<file path="config.mk">
export PLATFORM = sky130hd
export DESIGN_NAME = cnv_pwr_seq
export DESIGN_NICKNAME = d
export VERILOG_FILES = /design/src/rtl/cnv_seq_pkg.sv /design/src/rtl/cnv_seq_tickcnt.sv /design/src/rtl/cnv_seq_cfg.sv /design/src/rtl/cnv_pwr_seq.sv
export SDC_FILE = /design/constraint.sdc
export NUM_CORES = 1
export LEC_CHECK = 0
export BUFFER_PORTS_ARGS = -buffer_cell sky130_fd_sc_hd__buf_2
export CORE_UTILIZATION = 60
export CTS_BUF_LIST = sky130_fd_sc_hd__clkbuf_2
export DETAILED_ROUTE_END_ITERATION = 16
export PLACE_DENSITY = 0.82
export SLEW_MARGIN = 20
export SYNTH_ARGS = -nofsm -noshare
export SYNTH_HDL_FRONTEND = slang
export SYNTH_SLANG_ARGS = --single-unit
</file>
<file path="constraint.sdc">
create_clock -name clk -period 2.1 [get_ports clk]
set_clock_uncertainty 0.2 [all_clocks]
set_input_delay 0.42 -clock clk [delete_from_list [all_inputs] [get_ports clk]]
set_output_delay 0.42 -clock clk [all_outputs]
set_load 0.02 [all_outputs]
</file>
<file path="src/rtl/cnv_seq_pkg.sv">
package cnv_seq_pkg;

    typedef enum logic [1:0] {
        SEQ_CONV = 2'd0,
        SEQ_IDLE = 2'd1,
        SEQ_XFER = 2'd2
    } seq_state_e;

    typedef struct packed {
        logic fast;
        logic deep;
    } seq_cfg_t;

    localparam seq_cfg_t SEQ_CFG_RESET = '{fast: 1'b0, deep: 1'b0};

endpackage

</file>
<file path="src/rtl/cnv_seq_tickcnt.sv">
// Saturating tick counter: counts timebase ticks up to a limit and
// reports when the limit has been reached.
module cnv_seq_tickcnt #(
    parameter int unsigned W = 8
) (
    input  logic         clk,
    input  logic         rst_n,
    input  logic         clr,
    input  logic         en,
    input  logic         tick,
    input  logic [W-1:0] limit,
    output logic         reached
);

    logic [W-1:0] cnt_q;

    always_ff @(posedge clk or negedge rst_n) begin
        if (!rst_n) begin
            cnt_q <= '0;
        end else if (clr) begin
            cnt_q <= '0;
        end else if (en && tick && (cnt_q != limit)) begin
            cnt_q <= cnt_q + 1'b1;
        end
    end

    assign reached = (cnt_q == limit);

endmodule

</file>
<file path="src/rtl/cnv_seq_cfg.sv">
// Two-stage configuration holder: writes land in a pending copy,
// which is promoted to the active copy when a conversion starts.
module cnv_seq_cfg
    import cnv_seq_pkg::*;
(
    input  logic     clk,
    input  logic     rst_n,
    input  logic     wr_en,
    input  seq_cfg_t wr_val,
    input  logic     load,
    output seq_cfg_t active
);

    seq_cfg_t pend_q;
    seq_cfg_t act_q;

    always_ff @(posedge clk or negedge rst_n) begin
        if (!rst_n) begin
            pend_q <= SEQ_CFG_RESET;
        end else if (wr_en) begin
            pend_q <= wr_val;
        end
    end

    always_ff @(posedge clk or negedge rst_n) begin
        if (!rst_n) begin
            act_q <= SEQ_CFG_RESET;
        end else if (load) begin
            act_q <= pend_q;
        end
    end

    assign active = act_q;

endmodule

</file>
<file path="src/rtl/cnv_pwr_seq.sv">
module cnv_pwr_seq
    import cnv_seq_pkg::*;
#(
    parameter int unsigned SLOW_TICKS = 48,
    parameter int unsigned FAST_TICKS = 12,
    parameter int unsigned WARM_TICKS = 120
) (
    input  logic clk,
    input  logic rst_n,
    input  logic tick,
    input  logic addr_ack,
    input  logic access_done,
    input  logic cfg_wr,
    input  logic cfg_fast,
    input  logic cfg_deep,
    output logic conv_en,
    output logic ref_en,
    output logic conv_busy,
    output logic result_valid,
    output logic discard
);

    localparam int unsigned LEN_MAX = (SLOW_TICKS > FAST_TICKS) ? SLOW_TICKS : FAST_TICKS;
    localparam int unsigned TOP_MAX = (LEN_MAX > WARM_TICKS) ? LEN_MAX : WARM_TICKS;
    localparam int unsigned CNT_W   = $clog2(TOP_MAX + 1);
    localparam logic [CNT_W-1:0] SLOW_L = CNT_W'(SLOW_TICKS);
    localparam logic [CNT_W-1:0] FAST_L = CNT_W'(FAST_TICKS);
    localparam logic [CNT_W-1:0] WARM_L = CNT_W'(WARM_TICKS);

    seq_state_e state_q, state_d;
    seq_cfg_t   cfg_act;
    seq_cfg_t   cfg_in;

    logic conv_reached;
    logic warm_ok;
    logic conv_start;
    logic conv_end;
    logic wake;
    logic ref_q;
    logic disc_pend_q;
    logic valid_q;
    logic disc_q;
    logic [CNT_W-1:0] conv_limit;

    // Event decode
    assign conv_start = (state_q == SEQ_XFER) && access_done;
    assign conv_end   = (state_q == SEQ_CONV) && conv_reached;
    assign wake       = (state_q == SEQ_IDLE) && addr_ack && !ref_q;
    assign conv_limit = cfg_act.fast ? FAST_L : SLOW_L;
    assign cfg_in     = '{fast: cfg_fast, deep: cfg_deep};

    cnv_seq_cfg u_cfg (
        .clk    (clk),
        .rst_n  (rst_n),
        .wr_en  (cfg_wr),
        .wr_val (cfg_in),
        .load   (conv_start),
        .active (cfg_act)
    );

    cnv_seq_tickcnt #(.W(CNT_W)) u_conv_timer (
        .clk     (clk),
        .rst_n   (rst_n),
        .clr     (state_q != SEQ_CONV),
        .en      (1'b1),
        .tick    (tick),
        .limit   (conv_limit),
        .reached (conv_reached)
    );

    cnv_seq_tickcnt #(.W(CNT_W)) u_warm_timer (
        .clk     (clk),
        .rst_n   (rst_n),
        .clr     (wake),
        .en      (ref_q),
        .tick    (tick),
        .limit   (WARM_L),
        .reached (warm_ok)
    );

    // State register
    always_ff @(posedge clk or negedge rst_n) begin
        if (!rst_n) begin
            state_q <= SEQ_CONV;
        end else begin
            state_q <= state_d;
        end
    end

    // Next-state logic
    always_comb begin
        state_d = state_q;
        unique case (state_q)
            SEQ_CONV: if (conv_reached) state_d = SEQ_IDLE;
            SEQ_IDLE: if (addr_ack)     state_d = SEQ_XFER;
            SEQ_XFER: if (access_done)  state_d = SEQ_CONV;
            default:                    state_d = SEQ_CONV;
        endcase
    end

    // Registered outputs and power control
    always_ff @(posedge clk or negedge rst_n) begin
        if (!rst_n) begin
            ref_q       <= 1'b1;
            disc_pend_q <= 1'b1;
            valid_q     <= 1'b0;
            disc_q      <= 1'b0;
        end else begin
            if (conv_end && cfg_act.deep) begin
                ref_q <= 1'b0;
            end else if (wake) begin
                ref_q <= 1'b1;
            end
            if (conv_start) begin
                disc_pend_q <= !warm_ok;
                valid_q     <= 1'b0;
                disc_q      <= 1'b0;
            end else if (conv_end) begin
                valid_q     <= 1'b1;
                disc_q      <= disc_pend_q;
            end
        end
    end

    assign conv_en      = (state_q == SEQ_CONV);
    assign conv_busy    = (state_q == SEQ_CONV);
    assign ref_en       = ref_q;
    assign result_valid = valid_q;
    assign discard      = disc_q;

endmodule

</file>
==> Word-level counts from Yosys, hierarchy flattened <==
Cells that the tools add are included.
{ "word_totals": {"regBits": 24} }
{ "classes": {"addsub": 2, "n_eq_ne": 9, "muxes": 15, "n_reduce_logical": 17} }
{ "ops": {"columns": ["op", "count"], "rows": [
  ["$mux 7", 4],
  ["$add 7x1->7 const B", 2],
  ["$reduce_bool 2->1", 5],
  ["$logic_and 1x1->1", 8],
  ["$eq 7x6->1", 1],
  ["$eq 7x7->1 const B", 1],
  ["$ne 7x6->1", 1],
  ["$ne 7x7->1 const B", 1],
  ["$mux 1", 6],
  ["$mux 2", 3],
  ["$mux 6", 1],
  ["$pmux 2 s3", 1],
  ["$ne 2x2->1 const B", 2],
  ["$reduce_and 3->1", 1],
  ["$eq 2x1->1 const B", 1],
  ["$eq 2x2->1 const B", 1],
  ["$logic_not 1->1", 2],
  ["$logic_not 2->1", 1],
  ["$ne 2x1->1 const B", 1]
]} }

==> Depth between registers and ports, before layout <==
Gate-level depths: netlist of run 1.
{ "depth": {"ltp_word": 5, "ltp_mapped": 6, "ltp_nobuf": 6} }

==> Hierarchy <==
From an unflattened synthesis of run 1, not the netlist that was laid out.
{ "hier_totals": {"cells_unflattened": 142, "area_unflattened_um2": 1446.4} }
{ "by_module_without_submodules": {"columns": ["mod", "instances", "cells_per_inst", "area_each_um2", "seq_area_each_um2"], "rows": [
  ["cnv_seq_tickcnt", 2, 48, 471.7, 175.2],
  ["cnv_pwr_seq", 1, 38, 357.8, 152.6],
  ["cnv_seq_cfg", 1, 8, 145.1, 100.1]
]} }

==> Least setup slack after synthesis of run 1 <==
OpenSTA, ideal clock, no wires.
{ "synth_timing": {"path_kind": "register to output", "from": "register state_q[0]", "to": "output conv_en", "t_arrival_ns": 1.060, "path_slack_ns": 0.420, "path_stages_with_launch": 5, "n_path_buf": 1, "path_cell_list": "dfrtp_1 inv_1 nand2_1 inv_1 buf_4"} }
{ "synth_via": {"elab_chain_cells": 1} }
{ "synth_rtl": {"columns": ["element", "line_no", "source"], "rows": [
  ["start, declared", "cnv_pwr_seq.sv:30", "seq_state_e state_q, state_d;"],
  ["start signal, assigned", "cnv_pwr_seq.sv:86", "state_q <= state_d;"],
  ["$logic_not 2->1", null, null],
  ["end, declared", "cnv_pwr_seq.sv:16", "output logic conv_en,"]
]} }
Every way passes these cells.

==> Worst setup path in the final report of run 1 <==
{ "layout_timing": {"from": "register state_q[0]", "to": "output conv_busy"} }
{ "layout_via": {"elab_chain_cells": 1} }
{ "layout_rtl": {"columns": ["element", "line_no", "source"], "rows": [
  ["$logic_not 2->1", "cnv_pwr_seq.sv:126", "assign conv_busy = (state_q == SEQ_CONV);"],
  ["end, declared", "cnv_pwr_seq.sv:18", "output logic conv_busy,"]
]} }
Every way passes these cells.

==> results of run 1 <==
-- how the worst max path moves through the flow --
stage / to / slack (ns) / cells after the start
detailed placement: discard / 0.31 / 6
global placement: discard / 0.39 / 6
CTS: conv_busy / 0.03 / 4
finish: conv_busy / 0.11 / 4
floorplan: conv_en / 0.42 / 4
global route: conv_busy / 0.02 / 4
-- cell families after synthesis --
| kind of cell | share of synthesized area |
|---|---|
| simple gates | 0.219 |
| flops | 0.492 |
| compound gates | 0.117 |
| buf+inv | 0.0337 |
| mux | 0.0613 |
| xor+xnor | 0.0358 |
| fa+ha+maj | 0.0409 |
-- flip-flops by register name, indices dropped and copies added, names as in the netlist --
name,flops
ref_en,1
u_cfg.active,2
disc_pend_q,1
discard,1
u_cfg.pend_q,2
result_valid,1
u_warm_timer.cnt_q,7
state_q,2
u_conv_timer.cnt_q,7
-- power breakdown --
| part | switching (uW) | total, uW | internal (uW) |
|---|---|---|---|
| Combinational | 306 | 558 | 252 |
| Clock | 134 | 185 | 50.4 |
| Sequential | 174 | 805 | 631 |
-- layout by cell type (no fill, tap or decap), drive strengths merged, types with 2 or more instances in the layout --
cell,instances
or3,6
o21ai,10
xor2,3
mux2,4
clkbuf,4
buf,14
nand4b,2
nor3,2
nand3,8
nand2,7
mux2i,3
xnor2,2
a21oi,10
dfstp,2
nand4,5
ha,4
nand2b,2
or3b,2
inv,9
nor2,12
dfrtp,22
-- through the flow --
step / setup WS [ns] / hold WS [ns] / util
detailed placement: 0.314 / 0.226 / 0.723
finish: 0.107 / 0.0956 / 0.746
floorplan: 0.420 / -0.0756 / -
global route: 0.0190 / 0.0817 / 0.746
CTS: 0.0306 / 0.0918 / 0.741
global placement: 0.387 / 0.217 / 0.723
-- per-layer routing --
| metal | vias up | wire [microns] | track usage |
|---|---|---|---|
| met4 | 0 | 38 | 0.0857 |
| li1 | 468 | - | - |
| met1 | 485 | 1070 | 0.311 |
| met3 | 9 | 47 | 0.0231 |
| met2 | 21 | 1240 | 0.436 |
| met5 | - | 0 | 0 |
-- layout make-up --
class | count | area, sq um | area share
Inverter | 9 | 33.8 | 0.0249
Sequential cell | 24 | 604 | 0.445
Clock buffer | 4 | 20.0 | 0.0147
Tap cell | 25 | 31.3 | 0.0230
Multi-Input combinational cell | 88 | 583 | 0.429
Timing Repair Buffer | 15 | 85.1 | 0.0627
-- what timing repair did --
action / CTS / global route
resized for setup: 1 / 2
endpoints found under the hold margin: 22 / 0
setup buffers: 0 / 1
endpoints found under the setup margin: 2 / 2
hold buffers: 1 / 0
==> results.sh, run 1 <==
export IMPL_die_area_sq_um=2230
export IMPL_finalPower_uw=1550
export IMPL_cp_startpoint="state_q[0]"
export IMPL_syn_nets=134
export IMPL_fin_crit_sh=0.949
export IMPL_cts_buffers=3
export IMPL_synth_area_sq_um=1220
export IMPL_rsz0062_at_grt="no"
export IMPL_syn_area_per_cell_sq_um=10.0
export IMPL_numPortBuffers=12
export IMPL_worst_ir_drop_vdd_uv=796
export IMPL_hp_start="cfg_deep"
export IMPL_min_to="u_cfg.pend_q[0]"
export IMPL_synth_distinct_cells=29
export IMPL_grt_overflow=0
export IMPL_drt_pass1_iterations=5
export IMPL_cp_end_kind="primary output"
export IMPL_crit_arrival_ns=1.37
export IMPL_cts_buffer_depth=2
export IMPL_path_delay_family="flip-flops"
export IMPL_placed_cells=159
export IMPL_yosysTopAreaCell="dfrtp_1"
export IMPL_r2r_start="u_conv_timer.cnt_q[0]"
export IMPL_track_usage=0.245
export IMPL_cts_sinks=24
export IMPL_layout_drive_gt1_share=0.229
export IMPL_worst_r2r_cell_count=6
export IMPL_max_stage_delay_ns=0.45
export IMPL_criticalPathCategory="flop to primary output"
export IMPL_synth_most_common_cell="dfrtp_1"
export IMPL_synth_ff_type="dfrtp_1"
export IMPL_rows=15
export IMPL_startpoint_type="flop"
export IMPL_final_cells=165
export IMPL_critical_path_buf_inv_count=3
export IMPL_clk_pin_slew_ns=0.21
export IMPL_place_area_sq_um=1320
export IMPL_area_growth_pct=10.8
export IMPL_power_density_nw_per_um2=1140
export IMPL_critPathMaxFanout=8
export IMPL_drc_errors=0
export IMPL_r2r_setup_slack_ns=0.26
export IMPL_antenna_found_initial=0
export IMPL_synth_seq_area_share=0.492
export IMPL_yosys_register_bits=24
export IMPL_synth_top_area_frac=0.449
export IMPL_io_pins=13
export IMPL_cp_data_required_time_ns=1.48
export IMPL_fp_dieH_microns=47.2
export IMPL_routabilityCongestion=0.737
export IMPL_p_leak_uw=0.000601
export IMPL_fin_area_sq_um=1360
export IMPL_synth_common_cells="dfrtp_1 (22), nor2_1 (12), a21oi_1 (10)"
export IMPL_finalHoldViolations=0
export IMPL_wl_per_cell_microns=14.5
export IMPL_num_vias=983
export IMPL_grt_max_degree=25
export IMPL_relSlewSlack=0.654
export IMPL_cts_root_buf="clkbuf_2"
export IMPL_via_per_inst=5.96
export IMPL_final_max_slew_viol_count=0
export IMPL_grt_pass1_wl_mm=3.73
export IMPL_max_freq_ghz=0.502
export IMPL_worst_pin_slew_ns=0.519
export IMPL_hold_depth=2
export IMPL_async_flop_share=1.00
export IMPL_ys_warn_count=0
export IMPL_synth_edf_count=0
export IMPL_synth_area_leaders="dfrtp_1 (45%), dfstp_2 (4.3%), a21oi_1 (4.1%)"
export IMPL_cts_tree="yes"
export IMPL_diodes=0
export IMPL_ant_nets=0
export IMPL_crit_chain="inv_2 > nand2_2 > inv_1 > buf_2"
export IMPL_status="complete, no violations"
export IMPL_r2r_end="discard"
export IMPL_core_sq_um=1820
export IMPL_nets=153
export IMPL_routed_wl_mm=2.39
export IMPL_die_width_microns=47.2
export IMPL_cap_viol_max_count=0
export IMPL_finalSetupViolCount=0
export IMPL_drt_iter0_markers=14
export IMPL_hp_class="input pin to flop"
export IMPL_syn_inst=122
export IMPL_hpwl_mm=1.73
export IMPL_tns_ns=0
export IMPL_start_util=0.673
export IMPL_htreeDepth=1
export IMPL_num_fill_cells=134
export IMPL_cp_slowest_cell="dfrtp_1"
export IMPL_fin_crit_ns=1.99
export IMPL_clk_latency_ns=0.33
export IMPL_grt_pass1_vias=872
(Power assumes the default switching activity.)
==> inputs of run 2 (changes only) <==
Settings changed: CORE_UTILIZATION 60 to 25, PLACE_DENSITY 0.82 to 0.42.
==> run 2 against run 1 <==
Sequential share of layout area is 2.3 points lower. Clock power up 67%. Critical path depth did not move. Utilization is 44 points lower. First-iteration DRC count grew to 3.1 times the previous value. Register-to-register slack about the same. Largest cell class unchanged.
==> results.sh, run 2 (same netlist as run 1, synthesis figures left out) <==
export IMPL_clk_pin_slew_ns=0.24
export IMPL_layout_drive_gt1_share=0.221
export IMPL_ant_nets=0
export IMPL_finalSetupViolCount=0
export IMPL_cts_tree="yes"
export IMPL_area_growth_pct=17.0
export IMPL_crit_arrival_ns=1.30
export IMPL_power_density_nw_per_um2=1160
export IMPL_criticalPathCategory="flop to primary output"
export IMPL_hp_class="input pin to flop"
export IMPL_switchingPower_uw=612
export IMPL_tns_ns=0
export IMPL_pwr_share_seq=0.484
export IMPL_final_max_slew_viol_count=0
export IMPL_grt_pass1_vias=907
export IMPL_nets=153
export IMPL_hpwl_mm=1.77
export IMPL_track_usage=0.106
export IMPL_status="complete, no violations"
export IMPL_internal_power_uw=1050
export IMPL_start_util=0.259
export IMPL_worst_pin_slew_ns=0.547
export IMPL_setup_ws_ns=0.177
export IMPL_num_vias=911
export IMPL_num_fill_cells=501
export IMPL_io_pins=13
export IMPL_fin_crit_ns=1.92
export IMPL_grt_pass1_wl_mm=4.28
export IMPL_cp_data_required_time_ns=1.48
export IMPL_cap_viol_max_count=0
export IMPL_cts_setup_buffers=0
export IMPL_drt_pass1_iterations=4
export IMPL_fin_crit_sh=0.916
export IMPL_antenna_found_initial=0
export IMPL_cp_slowest_cell="dfrtp_2"
export IMPL_critPathMaxFanout=8
export IMPL_relSlewSlack=0.635
export IMPL_drc_errors=0
export IMPL_die_area_sq_um=5180
export IMPL_rows=25
export IMPL_drt_iter0_markers=43
export IMPL_clockPowerShare=0.186
export IMPL_clk_latency_ns=0.34
export IMPL_final_cell_mix="dfrtp_1 (21), nor2_1 (12), buf_2 (12)"
export IMPL_die_width_microns=72.0
export IMPL_place_ws_ns=0.306
export IMPL_startpoint_type="flop"
export IMPL_fp_dieH_microns=72.0
export IMPL_cp_end_kind="primary output"
export IMPL_reg_top3="u_conv_timer.cnt_q (7), u_warm_timer.cnt_q (7)"
export IMPL_grt_overflow=0
export IMPL_max_stage_delay_ns=0.50
export IMPL_crit_top_cell="inv_1"
export IMPL_routabilityCongestion=0.760
export IMPL_cts_buffers=3
export IMPL_cts_root_buf="clkbuf_2"
export IMPL_p_comb_frac=0.330
export IMPL_path_delay_family="flip-flops"
export IMPL_critical_path_buf_inv_count=3
export IMPL_diodes=0
export IMPL_worst_ir_drop_vdd_uv=391
export IMPL_core_sq_um=4720
export IMPL_cts_sinks=24
export IMPL_crit_chain="inv_1 > nand2_1 > inv_1 > buf_2"
export IMPL_numPortBuffers=12
export IMPL_wl_per_cell_microns=11.5
export IMPL_max_freq_ghz=0.520
export IMPL_p_leak_uw=0.000612
export IMPL_swShare=0.369
export IMPL_rsz0062_at_grt="no"
export IMPL_final_common_cell="dfrtp_1"
export IMPL_routed_wl_mm=2.38
export IMPL_finalHoldViolations=0
export IMPL_htreeDepth=1
export IMPL_via_per_inst=4.40
export IMPL_cts_buffer_depth=2
export IMPL_grt_max_degree=25
-- run 2: changes by cell type in the layout (fill, tap and decap cells not counted) --
cell / change
bufinv_16: +1
clkbuf_2: -1
nand2_1: +1
nand2_2: -1
-- run 2: area by class of cell --
type / count / area, sq um / share of cell area
sequential: 24 / 604 / 0.422
clock buffer: 3 / 15.0 / 0.0105
tap: 67 / 83.8 / 0.0585
timing repair buffer: 15 / 85.1 / 0.0594
inverter: 9 / 33.8 / 0.0236
clock inverter: 1 / 30.0 / 0.0210
multi-input combinational: 88 / 581 / 0.405
-- run 2: per-stage QoR --
step | hold WS, ns | instance area [sq um] | util | cells | total power [uW]
3_5_place_dp | 0.247 | 1380 | 0.291 | 202 | 1360
3_3_place_gp | 0.241 | 1380 | 0.291 | 202 | 1350
6_report | 0.0836 | 1430 | 0.303 | 207 | 1660
2_1_floorplan | -0.0756 | 1220 | - | 122 | 1190
5_1_grt | 0.0427 | 1430 | 0.303 | 207 | 1810
4_1_cts | 0.0491 | 1430 | 0.303 | 207 | 1690
-- run 2: final timing paths --
path | slack [ns] | cells past startpoint | from | end
setup / recovery | 0.18 | 4 | state_q[1] | conv_en
hold / removal | 0.08 | 2 | cfg_fast | u_cfg.pend_q[1]
setup reg to reg | 0.27 | 6 | u_conv_timer.cnt_q[0] | discard
hold reg to reg | 0.32 | 2 | disc_pend_q | disc_pend_q
max in group asynchronous | 0.97 | 2 | rst_n | state_q[1]
min in group asynchronous | 0.35 | 2 | rst_n | state_q[0]
-- run 2: layer usage --
layer	track usage	share of wire
met5	0	0
met4	0.0261	0.0084
met3	0.0306	0.030
met2	0.181	0.47
met1	0.132	0.49
-- run 2: what timing repair did --
action	in CTS	in global routing
endpoints found under the setup margin	0	2
hold buffers	1	0
endpoints found under the hold margin	22	0
resized for setup	0	2
-- run 2: power groups by stage --
stage | registers (uW) | logic, uW | clock network [uW]
4_1_cts | 804 | 555 | 328
2_1_floorplan | 801 | 393 | 0
5_1_grt | 838 | 632 | 338
3_3_place_gp | 809 | 539 | 0
3_5_place_dp | 812 | 553 | 0
6_report | 803 | 548 | 309
